File: src/rtl/iomq_pkg.sv
package iomq_pkg;
  localparam int SLOT_W = 4;

  localparam logic [SLOT_W-1:0] SLOT_CAP   = 4'd0;
  localparam logic [SLOT_W-1:0] SLOT_DIR   = 4'd1;
  localparam logic [SLOT_W-1:0] SLOT_VEC   = 4'd2;
  localparam logic [SLOT_W-1:0] SLOT_PEND  = 4'd3;
  localparam logic [SLOT_W-1:0] SLOT_RING0 = 4'd4;

  localparam int NUM_RINGS = 3;
  localparam int RING_SLOTS = 3;

  localparam int CTL_EN_BIT   = 0;
  localparam int CTL_IE_BIT   = 1;
  localparam int CTL_ON_BIT   = 16;
  localparam int CTL_BUSY_BIT = 17;

  localparam int BASE_PPN_LSB = 10;
  localparam logic [7:0] CAP_VERSION = 8'h10;

  typedef enum logic [3:0] {
    DIR_OFF  = 4'd0,
    DIR_BARE = 4'd1
  } dir_mode_e;
endpackage

File: src/rtl/iomq_vec_warl.sv
module iomq_vec_warl #(
  parameter int NVEC    = 4,
  parameter int FIELDS  = 4,
  parameter int FIELD_W = 4
) (
  input  logic                      clk,
  input  logic                      rst,
  input  logic                      wr,
  input  logic [FIELDS*FIELD_W-1:0] wdata,
  output logic [FIELDS*FIELD_W-1:0] rdata
);
  localparam int KEEP = (NVEC > 1) ? $clog2(NVEC) : 1;

  for (genvar f = 0; f < FIELDS; f++) begin : g_field
    logic [KEEP-1:0] val;
    always_ff @(posedge clk) begin
      if (rst)     val <= '0;
      else if (wr) val <= wdata[f*FIELD_W +: KEEP];
    end
    if (KEEP < FIELD_W) begin : g_pad
      assign rdata[f*FIELD_W +: FIELD_W] = {{(FIELD_W-KEEP){1'b0}}, val};
    end else begin : g_full
      assign rdata[f*FIELD_W +: FIELD_W] = val[FIELD_W-1:0];
    end
  end
endmodule

File: src/rtl/iomq_ring_ctl.sv
module iomq_ring_ctl
  import iomq_pkg::*;
#(
  parameter int ON_DELAY = 4,
  parameter int IDX_W    = 16,
  parameter int PPN_W    = 44,
  parameter int LOG2_W   = 5
) (
  input  logic             clk,
  input  logic             rst,
  input  logic             wr_base,
  input  logic             wr_idx,
  input  logic             wr_ctl,
  input  logic [63:0]      wdata,
  output logic [63:0]      base_rd,
  output logic [63:0]      idx_rd,
  output logic [63:0]      ctl_rd,
  output logic             on
);
  localparam int CNT_W = (ON_DELAY > 1) ? $clog2(ON_DELAY) : 1;

  logic [PPN_W-1:0]  ppn;
  logic [LOG2_W-1:0] lsz;
  logic [IDX_W-1:0]  idx;
  logic              en, ie, active, busy;
  logic [CNT_W-1:0]  cnt;
  logic [IDX_W-1:0]  idx_mask;
  logic [LOG2_W:0]   kbits;

  always_comb begin
    kbits = {1'b0, lsz} + 1'b1;
    if (int'(kbits) >= IDX_W) idx_mask = '1;
    else                      idx_mask = IDX_W'((1 << kbits) - 1);
  end

  always_ff @(posedge clk) begin
    if (rst) begin
      ppn <= '0; lsz <= '0; idx <= '0;
      en <= 1'b0; ie <= 1'b0; active <= 1'b0; busy <= 1'b0; cnt <= '0;
    end else begin
      if (wr_base && !active && !busy) begin
        ppn <= wdata[BASE_PPN_LSB +: PPN_W];
        lsz <= wdata[LOG2_W-1:0];
      end
      if (wr_idx && !en && !active && !busy)
        idx <= wdata[IDX_W-1:0] & idx_mask;
      if (wr_ctl) ie <= wdata[CTL_IE_BIT];
      if (busy) begin
        if (cnt == '0) begin
          busy   <= 1'b0;
          active <= en;
        end else begin
          cnt <= cnt - 1'b1;
        end
      end else if (wr_ctl && (wdata[CTL_EN_BIT] != en)) begin
        en   <= wdata[CTL_EN_BIT];
        busy <= 1'b1;
        cnt  <= CNT_W'(ON_DELAY - 1);
      end
    end
  end

  always_comb begin
    base_rd = '0;
    base_rd[LOG2_W-1:0] = lsz;
    base_rd[BASE_PPN_LSB +: PPN_W] = ppn;
    idx_rd = '0;
    idx_rd[IDX_W-1:0] = idx;
    ctl_rd = '0;
    ctl_rd[CTL_EN_BIT]   = en;
    ctl_rd[CTL_IE_BIT]   = ie;
    ctl_rd[CTL_ON_BIT]   = active;
    ctl_rd[CTL_BUSY_BIT] = busy;
  end

  assign on = active;
endmodule

File: src/rtl/iomq_regfile.sv
module iomq_regfile
  import iomq_pkg::*;
#(
  parameter int ADDR_W   = 7,
  parameter int NVEC     = 4,
  parameter int ON_DELAY = 4,
  parameter int IDX_W    = 16,
  parameter int PPN_W    = 44,
  parameter int LOG2_W   = 5
) (
  input  logic              clk,
  input  logic              rst,
  input  logic              req_valid,
  input  logic              req_write,
  input  logic [ADDR_W-1:0] req_addr,
  input  logic [63:0]       req_wdata,
  output logic              rsp_valid,
  output logic [63:0]       rsp_rdata,
  output logic [2:0]        ring_on
);
  localparam int VEC_FIELDS = 4;
  localparam int VEC_FW     = 4;

  logic [SLOT_W-1:0] slot;
  logic              wr, rd;
  assign slot = req_addr[ADDR_W-1:3];
  assign wr   = req_valid && req_write;
  assign rd   = req_valid && !req_write;

  logic [3:0] dir_mode;
  always_ff @(posedge clk) begin
    if (rst)                          dir_mode <= DIR_OFF;
    else if (wr && slot == SLOT_DIR)  dir_mode <= req_wdata[3:0];
  end

  logic [VEC_FIELDS*VEC_FW-1:0] vec_rd;
  iomq_vec_warl #(.NVEC(NVEC), .FIELDS(VEC_FIELDS), .FIELD_W(VEC_FW)) u_vec (
    .clk(clk), .rst(rst),
    .wr(wr && slot == SLOT_VEC),
    .wdata(req_wdata[VEC_FIELDS*VEC_FW-1:0]),
    .rdata(vec_rd)
  );

  logic [63:0] base_rd [NUM_RINGS];
  logic [63:0] idx_rd  [NUM_RINGS];
  logic [63:0] ctl_rd  [NUM_RINGS];

  for (genvar n = 0; n < NUM_RINGS; n++) begin : g_ring
    localparam logic [SLOT_W-1:0] S_BASE = SLOT_W'(int'(SLOT_RING0) + RING_SLOTS*n);
    localparam logic [SLOT_W-1:0] S_IDX  = SLOT_W'(int'(S_BASE) + 1);
    localparam logic [SLOT_W-1:0] S_CTL  = SLOT_W'(int'(S_BASE) + 2);
    iomq_ring_ctl #(.ON_DELAY(ON_DELAY), .IDX_W(IDX_W), .PPN_W(PPN_W), .LOG2_W(LOG2_W)) u_ring (
      .clk(clk), .rst(rst),
      .wr_base(wr && slot == S_BASE),
      .wr_idx(wr && slot == S_IDX),
      .wr_ctl(wr && slot == S_CTL),
      .wdata(req_wdata),
      .base_rd(base_rd[n]),
      .idx_rd(idx_rd[n]),
      .ctl_rd(ctl_rd[n]),
      .on(ring_on[n])
    );
  end

  logic [63:0] rd_mux;
  always_comb begin
    rd_mux = '0;
    case (slot)
      SLOT_CAP:  rd_mux[7:0] = CAP_VERSION;
      SLOT_DIR:  rd_mux[3:0] = dir_mode;
      SLOT_VEC:  rd_mux[VEC_FIELDS*VEC_FW-1:0] = vec_rd;
      SLOT_PEND: rd_mux = '0;
      default: begin
        for (int n = 0; n < NUM_RINGS; n++) begin
          if (int'(slot) == int'(SLOT_RING0) + RING_SLOTS*n)     rd_mux = base_rd[n];
          if (int'(slot) == int'(SLOT_RING0) + RING_SLOTS*n + 1) rd_mux = idx_rd[n];
          if (int'(slot) == int'(SLOT_RING0) + RING_SLOTS*n + 2) rd_mux = ctl_rd[n];
        end
      end
    endcase
  end

  always_ff @(posedge clk) begin
    if (rst) begin
      rsp_valid <= 1'b0;
      rsp_rdata <= '0;
    end else begin
      rsp_valid <= rd;
      if (rd) rsp_rdata <= rd_mux;
    end
  end
endmodule

File: config.mk
export PLATFORM = sky130hd
export DESIGN_NAME = iomq_regfile
export DESIGN_NICKNAME = d
export VERILOG_FILES = /design/src/rtl/iomq_pkg.sv /design/src/rtl/iomq_vec_warl.sv /design/src/rtl/iomq_ring_ctl.sv /design/src/rtl/iomq_regfile.sv
export SDC_FILE = /design/constraint.sdc
export NUM_CORES = 1
export LEC_CHECK = 0
export CAP_MARGIN = 0
export CORE_AREA = 2 2 163 165
export CTS_CLUSTER_DIAMETER = 50
export DETAILED_ROUTE_END_ITERATION = 10
export DIE_AREA = 0 0 165 167
export DONT_BUFFER_PORTS = 1
export GPL_ROUTABILITY_DRIVEN = 0
export MAX_ROUTING_LAYER = met4
export PLACE_DENSITY_LB_ADDON = 0.3
export SYNTH_ARGS = -nofsm -noshare
export SYNTH_HDL_FRONTEND = slang
export SYNTH_SLANG_ARGS = --single-unit
export TNS_END_PERCENT = 10
File: constraint.sdc
create_clock -name clk -period 5.6 [get_ports clk]
set_input_delay 1.12 -clock clk [delete_from_list [all_inputs] [get_ports clk]]
set_output_delay 1.12 -clock clk [all_outputs]
set_load 0.01 [all_outputs]
# After elaboration in Yosys (flattened, before gate mapping)
# Index checks and enable logic that the tools add are counted.
dict set report word_totals {
  regBits 290
  in_bits 75
  output_inout_bits 68
  wordCells 174
}
dict set report classes {
  add_sub_neg 9
  order_cmp 3
  n_eq_ne 27
  shifts 3
  mux 34
  bitwise 6
  n_reduce_logical 61
}
# operator count
set ops {}
lappend ops {{2-to-1 mux 64 bit} 8}
lappend ops {{2-to-1 mux 54 bit} 1}
lappend ops {{equality test 4 bit (second input constant)} 13}
lappend ops {{AND 16 bit} 3}
lappend ops {{2-to-1 mux 16 bit} 3}
lappend ops {{2-to-1 mux 48 bit} 1}
lappend ops {{left shift 1 x 6 -> 16 bit (first input constant)} 3}
lappend ops {{subtractor 16 x 2 -> 16 bit (second input constant)} 3}
lappend ops {{logical AND 1 bit} 31}
lappend ops {{case mux 4 bit (3 select lines)} 2}
lappend ops {{equality test 4 x 3 -> 1 bit (second input constant)} 5}
lappend ops {{adder 5 x 1 -> 6 bit (second input constant)} 3}
lappend ops {{>= comparator 6 x 5 -> 1 bit (second input constant)} 3}
lappend ops {{2-to-1 mux 2 bit} 9}
lappend ops {{AND reduction 2 bit} 9}
lappend ops {{case mux 8 bit (2 select lines)} 1}
lappend ops {{logical NOT 1 bit} 10}
lappend ops {{2-to-1 mux 1 bit} 9}
lappend ops {{equality test 4 x 2 -> 1 bit (second input constant)} 2}
lappend ops {{logical NOT 2 bit} 3}
lappend ops {{!= test 2 bit (second input constant)} 3}
lappend ops {{nonzero test 2 bit} 3}
lappend ops {{subtractor 2 x 1 -> 2 bit (second input constant)} 3}
lappend ops {{equality test 4 x 1 -> 1 bit (second input constant)} 1}
lappend ops {{other kinds (6)} 11}

# Depth between registers and ports, before layout
# Gate-level depths: netlist of the first run.
dict set report depth {
  depth_word 11
  mapped_depth 14
  depth_no_buf 12
}

# Cells and area by module
# From an unflattened synthesis of the first run, not the netlist that was laid out.
dict set report hier_totals {
  cells_unflattened 2682
  area_unflattened_um2 20571.0
}
# module instances cells_each area_each_um2 seq_area_each_um2
set modules_own_cells {}
lappend modules_own_cells {iomq_ring_ctl 3 542 4200.3 1421.4}
lappend modules_own_cells {iomq_regfile 1 1021 7621.1 1381.3}
lappend modules_own_cells {iomq_vec_warl 1 35 349.1 160.2}

# Worst setup path after synthesis of the first run
# OpenSTA, ideal clock, no wires.
dict set report synth_path {
  path_kind {input-to-reg}
  from {input req_addr[4]}
  to {register rsp_rdata[23]}
  setup_time_ns 0.128
  arrival_ns 2.752
  required_ns 5.472
  slack_ns 2.721
  path_stages 10
  path_buffers 3
  path_cell_list {buf_2 > nor2_1 > and3_1 > clkbuf_1 > nor3_2 > nand2_1 > clkbuf_1 > a21oi_1 > a21oi_1 > nor2_1}
}
dict set report synth_between {
  elab_chain_len 11
  word_cells_on_any_way 24
  classes_between {eq/ne: 12; mux: 10; reduce/logical: 2}
}
# item line
set synth_rtl {}
lappend synth_rtl {{start: declaration} iomq_regfile.sv:15} ;# input logic [ADDR_W-1:0] req_addr,
lappend synth_rtl {{equality test 4 bit} iomq_regfile.sv:75} ;# if (int'(slot) == int'(SLOT_RING0) + RING_SLOTS*n) rd_mux = base_rd[n];
lappend synth_rtl {{2-to-1 mux 54 bit} iomq_regfile.sv:75}
lappend synth_rtl {{2-to-1 mux 64 bit} iomq_regfile.sv:76} ;# if (int'(slot) == int'(SLOT_RING0) + RING_SLOTS*n + 1) rd_mux = idx_rd[n];
lappend synth_rtl {{2-to-1 mux 64 bit} iomq_regfile.sv:77} ;# if (int'(slot) == int'(SLOT_RING0) + RING_SLOTS*n + 2) rd_mux = ctl_rd[n];
lappend synth_rtl {{2-to-1 mux 64 bit} iomq_regfile.sv:75}
lappend synth_rtl {{2-to-1 mux 64 bit} iomq_regfile.sv:76}
lappend synth_rtl {{2-to-1 mux 64 bit} iomq_regfile.sv:77}
lappend synth_rtl {{2-to-1 mux 64 bit} iomq_regfile.sv:75}
lappend synth_rtl {{2-to-1 mux 64 bit} iomq_regfile.sv:76}
lappend synth_rtl {{2-to-1 mux 64 bit} iomq_regfile.sv:77}
lappend synth_rtl {{2-to-1 mux 48 bit (*)} iomq_regfile.sv:68} ;# case (slot)
lappend synth_rtl {{end signal: assignment} iomq_regfile.sv:89} ;# if (rd) rsp_rdata <= rd_mux;
lappend synth_rtl {{end: declaration} iomq_regfile.sv:18} ;# output logic [63:0] rsp_rdata,
# Every way passes the cells marked *; elsewhere a longest branch is shown, timed or not.
# A chain may end at the register's enable or synchronous reset.

# Worst setup path in the final report of the first run
dict set report layout_path {
  from {register g_ring[2].u_ring.lsz[1]}
  to {register g_ring[2].u_ring.idx[12]}
}
dict set report layout_between {
  elab_chain_len 5
  word_cells_on_any_way 6
  classes_between {add/sub: 2; order compare: 1; shift: 1; mux: 1; bitwise: 1}
}
# item line
set layout_rtl {}
lappend layout_rtl {{start: declaration} iomq_ring_ctl.sv:23} ;# logic [LOG2_W-1:0] lsz;
lappend layout_rtl {{start signal: assignment} iomq_ring_ctl.sv:43} ;# lsz <= wdata[LOG2_W-1:0];
lappend layout_rtl {{adder 5 x 1 -> 6 bit (*)} iomq_ring_ctl.sv:31} ;# kbits = {1'b0, lsz} + 1'b1;
lappend layout_rtl {{left shift 1 x 6 -> 16 bit} iomq_ring_ctl.sv:33} ;# else idx_mask = IDX_W'((1 << kbits) - 1);
lappend layout_rtl {{subtractor 16 x 2 -> 16 bit} iomq_ring_ctl.sv:33}
lappend layout_rtl {{2-to-1 mux 16 bit (*)} iomq_ring_ctl.sv:32} ;# if (int'(kbits) >= IDX_W) idx_mask = '1;
lappend layout_rtl {{AND 16 bit (*)} iomq_ring_ctl.sv:46} ;# idx <= wdata[IDX_W-1:0] & idx_mask;
lappend layout_rtl {{end signal: assignment} iomq_ring_ctl.sv:46}
lappend layout_rtl {{end: declaration} iomq_ring_ctl.sv:24} ;# logic [IDX_W-1:0] idx;
# Marks and branches as above.

==> results.sh, run 1 <==
export IMPL_outcome="complete, no violations"
export IMPL_ys_ff_latch=280
export IMPL_hpwl_um=25700
export IMPL_placementRows=59
export IMPL_hold_depth=2
export IMPL_post_route_drc_count=0
export IMPL_finalWirelength_um=40500
export IMPL_cp_end_kind="flip-flop"
export IMPL_ys_seq_area_share_pct=40.1
export IMPL_rsz0062_at_grt="no"
export IMPL_grt_pass1_wl_um=64500
export IMPL_arrival_ns=4.15
export IMPL_final_cell_mix="nand2_1 (448), a21oi_1 (312), dfxtp_1 (280)"
export IMPL_cts_root_buffer="clkbuf_16"
export IMPL_start_util_pct=54.2
export IMPL_p_per_area_nw_per_um2=296
export IMPL_r2r_cells=10
export IMPL_synth_cells=1869
export IMPL_synth_simple_area_share_pct=24.5
export IMPL_irDropWorstVdd_mv=0.250
export IMPL_cp_required_ns=6.00
export IMPL_vias=13200
export IMPL_crit_chain="ha_1 -> xor2_1 -> nor2_1 -> nand2_1 -> ha_1 -> o221ai_1 -> nor2_1 -> nand2_1 -> mux2_2 -> a2111oi_2"
export IMPL_timing_final_max_slew_violations=0
export IMPL_synth_top_family_by_area="simple AND/OR/NAND/NOR gates"
export IMPL_yosysWarnings=0
export IMPL_tns_ns=0
export IMPL_drt_pass1_iterations=6
export IMPL_post_route_min_period_ns=3.75
export IMPL_tightest_slew_ns=1.22
export IMPL_whs_endpoint="g_ring[2].u_ring.ppn[32]$_SDFFE_PP0P_"
export IMPL_postCtsSetupRepairBufs=0
export IMPL_area_growth_pct=7.71
export IMPL_antenna_found_initial=1
export IMPL_hp_class="flip-flop to flip-flop"
export IMPL_post_route_period_util_pct=66.9
export IMPL_synth_distinct_cells=84
export IMPL_max_cap_viol_count=0
export IMPL_hold_viol=0
export IMPL_worstHoldStart="g_ring[2].u_ring.ppn[32]$_SDFFE_PP0P_"
export IMPL_whs_ns=0.451
export IMPL_final_common_cell="nand2_1"
export IMPL_cts_buffers=36
export IMPL_cts_resized=0
export IMPL_worst_path_max_delay_cell="ha_1"
export IMPL_setup_viol=0
export IMPL_grt_max_degree=269
export IMPL_track_usage_pct=29.8
export IMPL_yosys_area_share_adder_pct=1.43
export IMPL_max_freq_ghz=0.267
export IMPL_avgSynthCellArea_um2=7.48
export IMPL_synth_compound_area_share_pct=23.6
export IMPL_clk_path_buf_depth=3
export IMPL_insertion_delay_ns=0.53
export IMPL_cts_tree="built"
export IMPL_die_area_um2=27600
export IMPL_fin_util_pct=58.4
export IMPL_initialDrtViolationCount=1550
export IMPL_synth_edf_count=0
export IMPL_path_clk_slew_ns=0.05
export IMPL_drive_gt1_share_pct=6.31
export IMPL_synthMuxAreaShare_pct=2.97
export IMPL_synthFlopType="dfxtp_1"
export IMPL_setup_ws_ns=1.85
export IMPL_max_stage_delay_ns=0.77
export IMPL_crit_reg2reg_launch="g_ring[2].u_ring.lsz[1]$_SDFFE_PP0P_"
export IMPL_timing_rr_end="g_ring[2].u_ring.idx[12]$_SDFFE_PP0P_"
export IMPL_cts_num_sinks=280
export IMPL_die_x_um=165
export IMPL_crit_path_start_kind="flip-flop"
export IMPL_pin_count=143
export IMPL_htree_num_levels=2
export IMPL_ant_nets=0
export IMPL_holdBufCountCts=0
export IMPL_core_area_um2=25800
export IMPL_crit_type="flip-flop to flip-flop"
export IMPL_synth_xor_xnor_area_share_pct=1.70
export IMPL_nets=1859
export IMPL_wl_per_cell_um=19.0
export IMPL_power_leakage_nw=4.94
export IMPL_worst_path_max_fanout=23
export IMPL_portBuffers=0
export IMPL_die_height_um=167
export IMPL_design_power_total_mw=4.46
export IMPL_synthesis_area_um2=14000
export IMPL_dp_slack_ns=1.98
export IMPL_overflow=0
export IMPL_ys_async_sr_fraction_pct=0
export IMPL_reg2reg_slack_ns=1.85
export IMPL_first_global_vias=12100
export IMPL_clock_skew_final_ns=0.0261
export IMPL_vias_per_cell=6.19
export IMPL_slew_headroom_pct=18.2
-- routing by layer --
| layer | vias to the layer above | GRT usage [%] | part of all wire [%] |
|---|---|---|---|
| met4 | 0 | 9.64 | 3.6 |
| met2 | 610 | 45.5 | 45 |
| met1 | 6206 | 40.6 | 43 |
| met3 | 106 | 4.18 | 8.6 |
| met5 | - | - | 0 |
| li1 | 6260 | - | - |
-- worst max path at each step --
| stage | end | depth (start not counted) | start | slack, ns |
|---|---|---|---|---|
| after CTS | g_ring[2].u_ring.idx[12]$_SDFFE_PP0P_ | 10 | g_ring[2].u_ring.lsz[1]$_SDFFE_PP0P_ | 1.96 |
| after global routing | g_ring[2].u_ring.idx[12]$_SDFFE_PP0P_ | 10 | g_ring[2].u_ring.lsz[1]$_SDFFE_PP0P_ | 1.53 |
| final | g_ring[2].u_ring.idx[12]$_SDFFE_PP0P_ | 10 | g_ring[2].u_ring.lsz[1]$_SDFFE_PP0P_ | 1.85 |
| after global placement | g_ring[2].u_ring.idx[12]$_SDFFE_PP0P_ | 10 | g_ring[2].u_ring.lsz[1]$_SDFFE_PP0P_ | 2.07 |
| after floorplan | rsp_rdata[23]$_SDFFE_PP0P_ | 10 | req_addr[4] | 2.72 |
| after detailed placement | g_ring[2].u_ring.idx[12]$_SDFFE_PP0P_ | 10 | g_ring[2].u_ring.lsz[1]$_SDFFE_PP0P_ | 1.98 |
-- power breakdown --
group	switching [mW]	leakage (nW)	internal [mW]	total [mW]
clock network	0.892	0.580	1.41	2.30
logic	0.0950	2.10	0.0435	0.138
registers	0.0147	2.26	2.01	2.02
total	1.00	4.94	3.46	4.46
-- state kept, by name, indices dropped and copies added (netlist names) --
name and count:
g_ring.u_ring.on 3, u_vec.g_field.val 8, rsp_rdata 54, g_ring.u_ring.busy 3, g_ring.u_ring.idx 48, g_ring.u_ring.lsz 15
rsp_valid 1, dir_mode 4, g_ring.u_ring.ppn 132, g_ring.u_ring.cnt 6, g_ring.u_ring.ie 3, g_ring.u_ring.en 3
-- cell type report --
class | count | area (um2)
diodes | 1 | 2.50
clock buffers | 44 | 992
clock inverters | 18 | 203
fillers | 2326 | 10700
inverters | 23 | 86.3
multi-input cells | 1415 | 7650
flip-flops and latches | 280 | 5610
well taps | 335 | 419
repair buffers | 12 | 90.1
-- cell families (layout without fill, tap and decap cells) --
group	after synthesis	in the layout
adders and majority gates	16	16
DFF	280	280
xor gates and xnor gates	25	25
buffers and inverters	183	97
AOI/OAI and AO/OA	541	541
other	1	11
muxes	41	41
and+or+nand+nor	782	782
-- critical path, delay by kind of cell, from the launching register on --
family,cells,cell delay (ns)
adders and majority gates,2,1.08
DFF,1,0.73
and+or+nand+nor,4,0.60
AOI/OAI and AO/OA,2,0.47
xor gates and xnor gates,1,0.43
muxes,1,0.31
-- synthesized netlist by cell type (all sizes together), types with 5 or more instances --
cell / n / share of area [%]
a211oi: 10 / 0.54
a21o: 7 / 0.38
a21oi: 312 / 11
a221oi: 9 / 0.56
a22oi: 52 / 2.8
a31oi: 15 / 0.78
a32o: 5 / 0.36
and2: 13 / 0.58
and3: 14 / 0.64
and3b: 5 / 0.31
buf: 46 / 1.9
clkbuf: 114 / 3.1
dfxtp: 280 / 40
ha: 16 / 1.4
inv: 23 / 0.62
mux2i: 37 / 2.7
nand2: 449 / 12
nand2b: 15 / 0.67
nand3: 39 / 1.4
nand3b: 5 / 0.27
nand4: 9 / 0.40
nor2: 139 / 3.7
nor2b: 20 / 0.90
nor3: 37 / 1.4
nor3b: 7 / 0.41
o211ai: 11 / 0.59
o21a: 5 / 0.27
o21ai: 43 / 1.6
o221ai: 10 / 0.63
o22ai: 5 / 0.22
o311ai: 5 / 0.31
o31ai: 5 / 0.30
or2: 5 / 0.22
or3: 10 / 0.45
xnor2: 17 / 1.2
xor2: 8 / 0.50
-- metrics by stage --
step           instance area (um2)  cells
6_report                     15100   2128
5_1_grt                      15100   2128
4_1_cts                      15000   2127
3_5_place_dp                 13900   2065
3_3_place_gp                 13900   2065
2_1_floorplan                14000   1878
Power figures use the tool's default switching activity.
==> run 2, diff against run 1 <==
--- a/config.mk
+++ b/config.mk
@@ -5,6 +5,7 @@
 export SDC_FILE = /design/constraint.sdc
 export NUM_CORES = 1
 export LEC_CHECK = 0
+export ABC_AREA = 1
 export CAP_MARGIN = 0
 export CORE_AREA = 2 2 163 165
 export CTS_CLUSTER_DIAMETER = 50
==> constraint.sdc (replaced) <==
create_clock -name clk -period 3.4 [get_ports clk]
set_input_delay 0.68 -clock clk [delete_from_list [all_inputs] [get_ports clk]]
set_output_delay 0.68 -clock clk [all_outputs]
set_load 0.01 [all_outputs]
==> run 2 against run 1 <==
Compared with the run above:
- fmax is 46% higher
- first-iteration DRC count decreased by 9.6%
- final cell count is 13% higher
- die area unchanged
- count of clock-buffer cells in the layout is the same
- critical path type unchanged
- largest power group is now sequential cells
==> results.sh, run 2 <==
export IMPL_antenna_cells=0
export IMPL_power_leakage_nw=6.25
export IMPL_timing_rr_end="g_ring[1].u_ring.idx[14]$_SDFFE_PP0P_"
export IMPL_drt_pass1_iterations=5
export IMPL_track_usage_pct=29.9
export IMPL_final_area_um2=15100
export IMPL_hold_viol=0
export IMPL_crit_reg2reg_launch="g_ring[1].u_ring.lsz[0]$_SDFFE_PP0P_"
export IMPL_cts_num_sinks=280
export IMPL_tightest_slew_ns=1.03
export IMPL_worst_path_max_fanout=11
export IMPL_p_int_mw=5.36
export IMPL_finalWirelength_um=41000
export IMPL_portBuffers=0
export IMPL_drive_gt1_share_pct=8.79
export IMPL_final_cell_mix="nand2_1 (446), nor2_1 (352), dfxtp_1 (280)"
export IMPL_whs_endpoint="rsp_rdata[28]$_SDFFE_PP0P_"
export IMPL_clock_skew_final_ns=0.0185
export IMPL_die_x_um=165
export IMPL_post_route_min_period_ns=2.56
export IMPL_synth_cells=2102
export IMPL_ys_async_sr_fraction_pct=0
export IMPL_avgSynthCellArea_um2=6.69
export IMPL_timing_final_max_slew_violations=0
export IMPL_p_per_area_nw_per_um2=462
export IMPL_insertion_delay_ns=0.57
export IMPL_pin_count=143
export IMPL_postCtsSetupRepairBufs=0
export IMPL_cp_end_kind="flip-flop"
export IMPL_cts_buffers=31
export IMPL_crit_path_start_kind="flip-flop"
export IMPL_overflow=0
export IMPL_final_common_cell="nand2_1"
export IMPL_die_area_um2=27600
export IMPL_antenna_found_initial=0
export IMPL_outcome="complete, no violations"
export IMPL_ys_seq_area_share_pct=39.9
export IMPL_start_util_pct=54.6
export IMPL_ys_ff_latch=280
export IMPL_setup_viol=0
export IMPL_cts_tree="built"
export IMPL_nets=2133
export IMPL_yosys_area_top_type="dfxtp_1"
export IMPL_area_growth_pct=7.60
export IMPL_net_switching_power_mw=1.63
export IMPL_worstHoldStart="rst"
export IMPL_clk_path_buf_depth=3
export IMPL_switching_share_pct=23.4
export IMPL_wl_per_cell_um=17.1
export IMPL_yosysWarnings=0
export IMPL_hold_depth=1
export IMPL_initialDrtViolationCount=1401
export IMPL_synthTopCellsByCount="nand2_1 (446), nor2_1 (356), dfxtp_1 (280)"
export IMPL_cts_resized=0
export IMPL_synth_simple_area_share_pct=34.3
export IMPL_irDropWorstVdd_mv=0.416
export IMPL_arrival_ns=2.99
export IMPL_cp_required_ns=3.84
export IMPL_synth_edf_count=0
export IMPL_hpwl_um=27400
export IMPL_reg2reg_slack_ns=0.84
export IMPL_vias=13800
export IMPL_post_route_period_util_pct=75.2
export IMPL_power_share_clock_pct=47.0
export IMPL_htree_num_levels=1
export IMPL_holdBufCountCts=0
export IMPL_grt_pass1_wl_um=64700
export IMPL_synthesis_area_um2=14100
export IMPL_first_global_vias=12500
export IMPL_synth_top_cells_by_area="dfxtp_1 (40%), nand2_1 (12%), nor2_1 (9.5%)"
export IMPL_combPwrFrac_pct=5.2
export IMPL_synthMuxAreaShare_pct=0
export IMPL_path_clk_slew_ns=0.07
export IMPL_placementRows=59
export IMPL_grt_max_degree=104
export IMPL_synth_most_common_cell="nand2_1"
export IMPL_core_area_um2=25800
export IMPL_synthFlopType="dfxtp_1"
export IMPL_slew_headroom_pct=31.2
export IMPL_r2r_cells=13
export IMPL_hp_class="primary input to flip-flop"
export IMPL_yosys_area_share_adder_pct=1.42
export IMPL_netlist_area_leader_share_pct=39.9
export IMPL_p_seq_share_pct=47.8
export IMPL_ant_nets=0
export IMPL_placed_cells=2344
export IMPL_synth_compound_area_share_pct=16.2
export IMPL_largest_reg_flops=132
export IMPL_largest_register="g_ring.u_ring.ppn"
export IMPL_die_height_um=167
export IMPL_vias_per_cell=5.76
export IMPL_cts_root_buffer="clkbuf_16"
export IMPL_synth_xor_xnor_area_share_pct=0.0623
export IMPL_post_route_drc_count=0
export IMPL_tns_ns=0
export IMPL_reg_largest_list="g_ring.u_ring.ppn (132), rsp_rdata (54), g_ring.u_ring.idx (48)"
export IMPL_max_cap_viol_count=0
export IMPL_fin_cells=2394
export IMPL_place_area_um2=14200
export IMPL_rsz0062_at_grt="no"
export IMPL_synth_top_family_by_area="simple AND/OR/NAND/NOR gates"
export IMPL_synth_distinct_cells=46
export IMPL_crit_type="flip-flop to flip-flop"
export IMPL_max_freq_ghz=0.391
-- run 2: how the worst max path moves through the flow --
stage,startpoint,to,slack (ns),cells past startpoint
after floorplan,g_ring[2].u_ring.lsz[0]$_SDFFE_PP0P_,g_ring[2].u_ring.idx[8]$_SDFFE_PP0P_,1.31,15
after global placement,req_valid,g_ring[2].u_ring.lsz[2]$_SDFFE_PP0P_,0.80,8
after detailed placement,req_addr[5],g_ring[2].u_ring.ppn[42]$_SDFFE_PP0P_,0.78,9
after CTS,g_ring[1].u_ring.lsz[0]$_SDFFE_PP0P_,g_ring[1].u_ring.idx[14]$_SDFFE_PP0P_,0.88,16
after global routing,g_ring[2].u_ring.lsz[0]$_SDFFE_PP0P_,g_ring[2].u_ring.idx[8]$_SDFFE_PP0P_,0.63,14
final,g_ring[1].u_ring.lsz[0]$_SDFFE_PP0P_,g_ring[1].u_ring.idx[14]$_SDFFE_PP0P_,0.84,13
-- run 2: layer usage --
metal	part of all wire (%)	GRT usage, %	up-vias
met5	0	-	-
met1	41	39.0	6371
met2	45	45.6	602
li1	-	-	6709
met4	3.7	10.8	0
met3	10	6.43	119
-- run 2: cells by family after synthesis --
family,count (synthesis)
flops,280
compound gates,428
buf+inv,275
simple gates,1101
other cells,1
fa+ha+maj,16
xor+xnor,1
-- run 2: power by group through the flow --
stage	Clock [mW]	Sequential [mW]	Combinational, mW
6_report	3.28	3.34	0.364
3_5_place_dp	0	3.41	0.357
3_3_place_gp	0	3.41	0.351
4_1_cts	3.30	3.34	0.358
2_1_floorplan	0	3.40	0.294
5_1_grt	3.43	3.34	0.403
-- run 2: through the flow --
step / util (%) / hold WS, ns / power [mW] / setup slack (ns)
final: 58.7 / 0.189 / 6.99 / 0.842
after global routing: 58.7 / 0.180 / 7.18 / 0.632
after CTS: 58.7 / 0.178 / 7.00 / 0.884
after detailed placement: 54.9 / 0.419 / 3.77 / 0.780
after global placement: 54.9 / 0.415 / 3.76 / 0.799
after floorplan: - / 0.403 / 3.70 / 1.31
-- run 2: critical path, stage by stage (launching register included) --
cell and delay, ns:
dfxtp_1 0.50, ha_1 0.29, nand3_1 0.11, nand2_1 0.10
nand2_2 0.21, nand3_2 0.23, ha_1 0.21, nand2_2 0.09
nor2_1 0.21, nand2_1 0.14, o21ai_1 0.15, nand2_1 0.07
nand2_1 0.05, a21oi_1 0.05
-- run 2: layout make-up --
class	count	area, um2
Sequential cell	280	5610
Clock inverter	6	96.3
Timing Repair Buffer	23	173
Fill cell	2411	10600
Clock buffer	44	885
Inverter	150	568
Multi-Input combinational cell	1556	7390
Tap cell	335	419
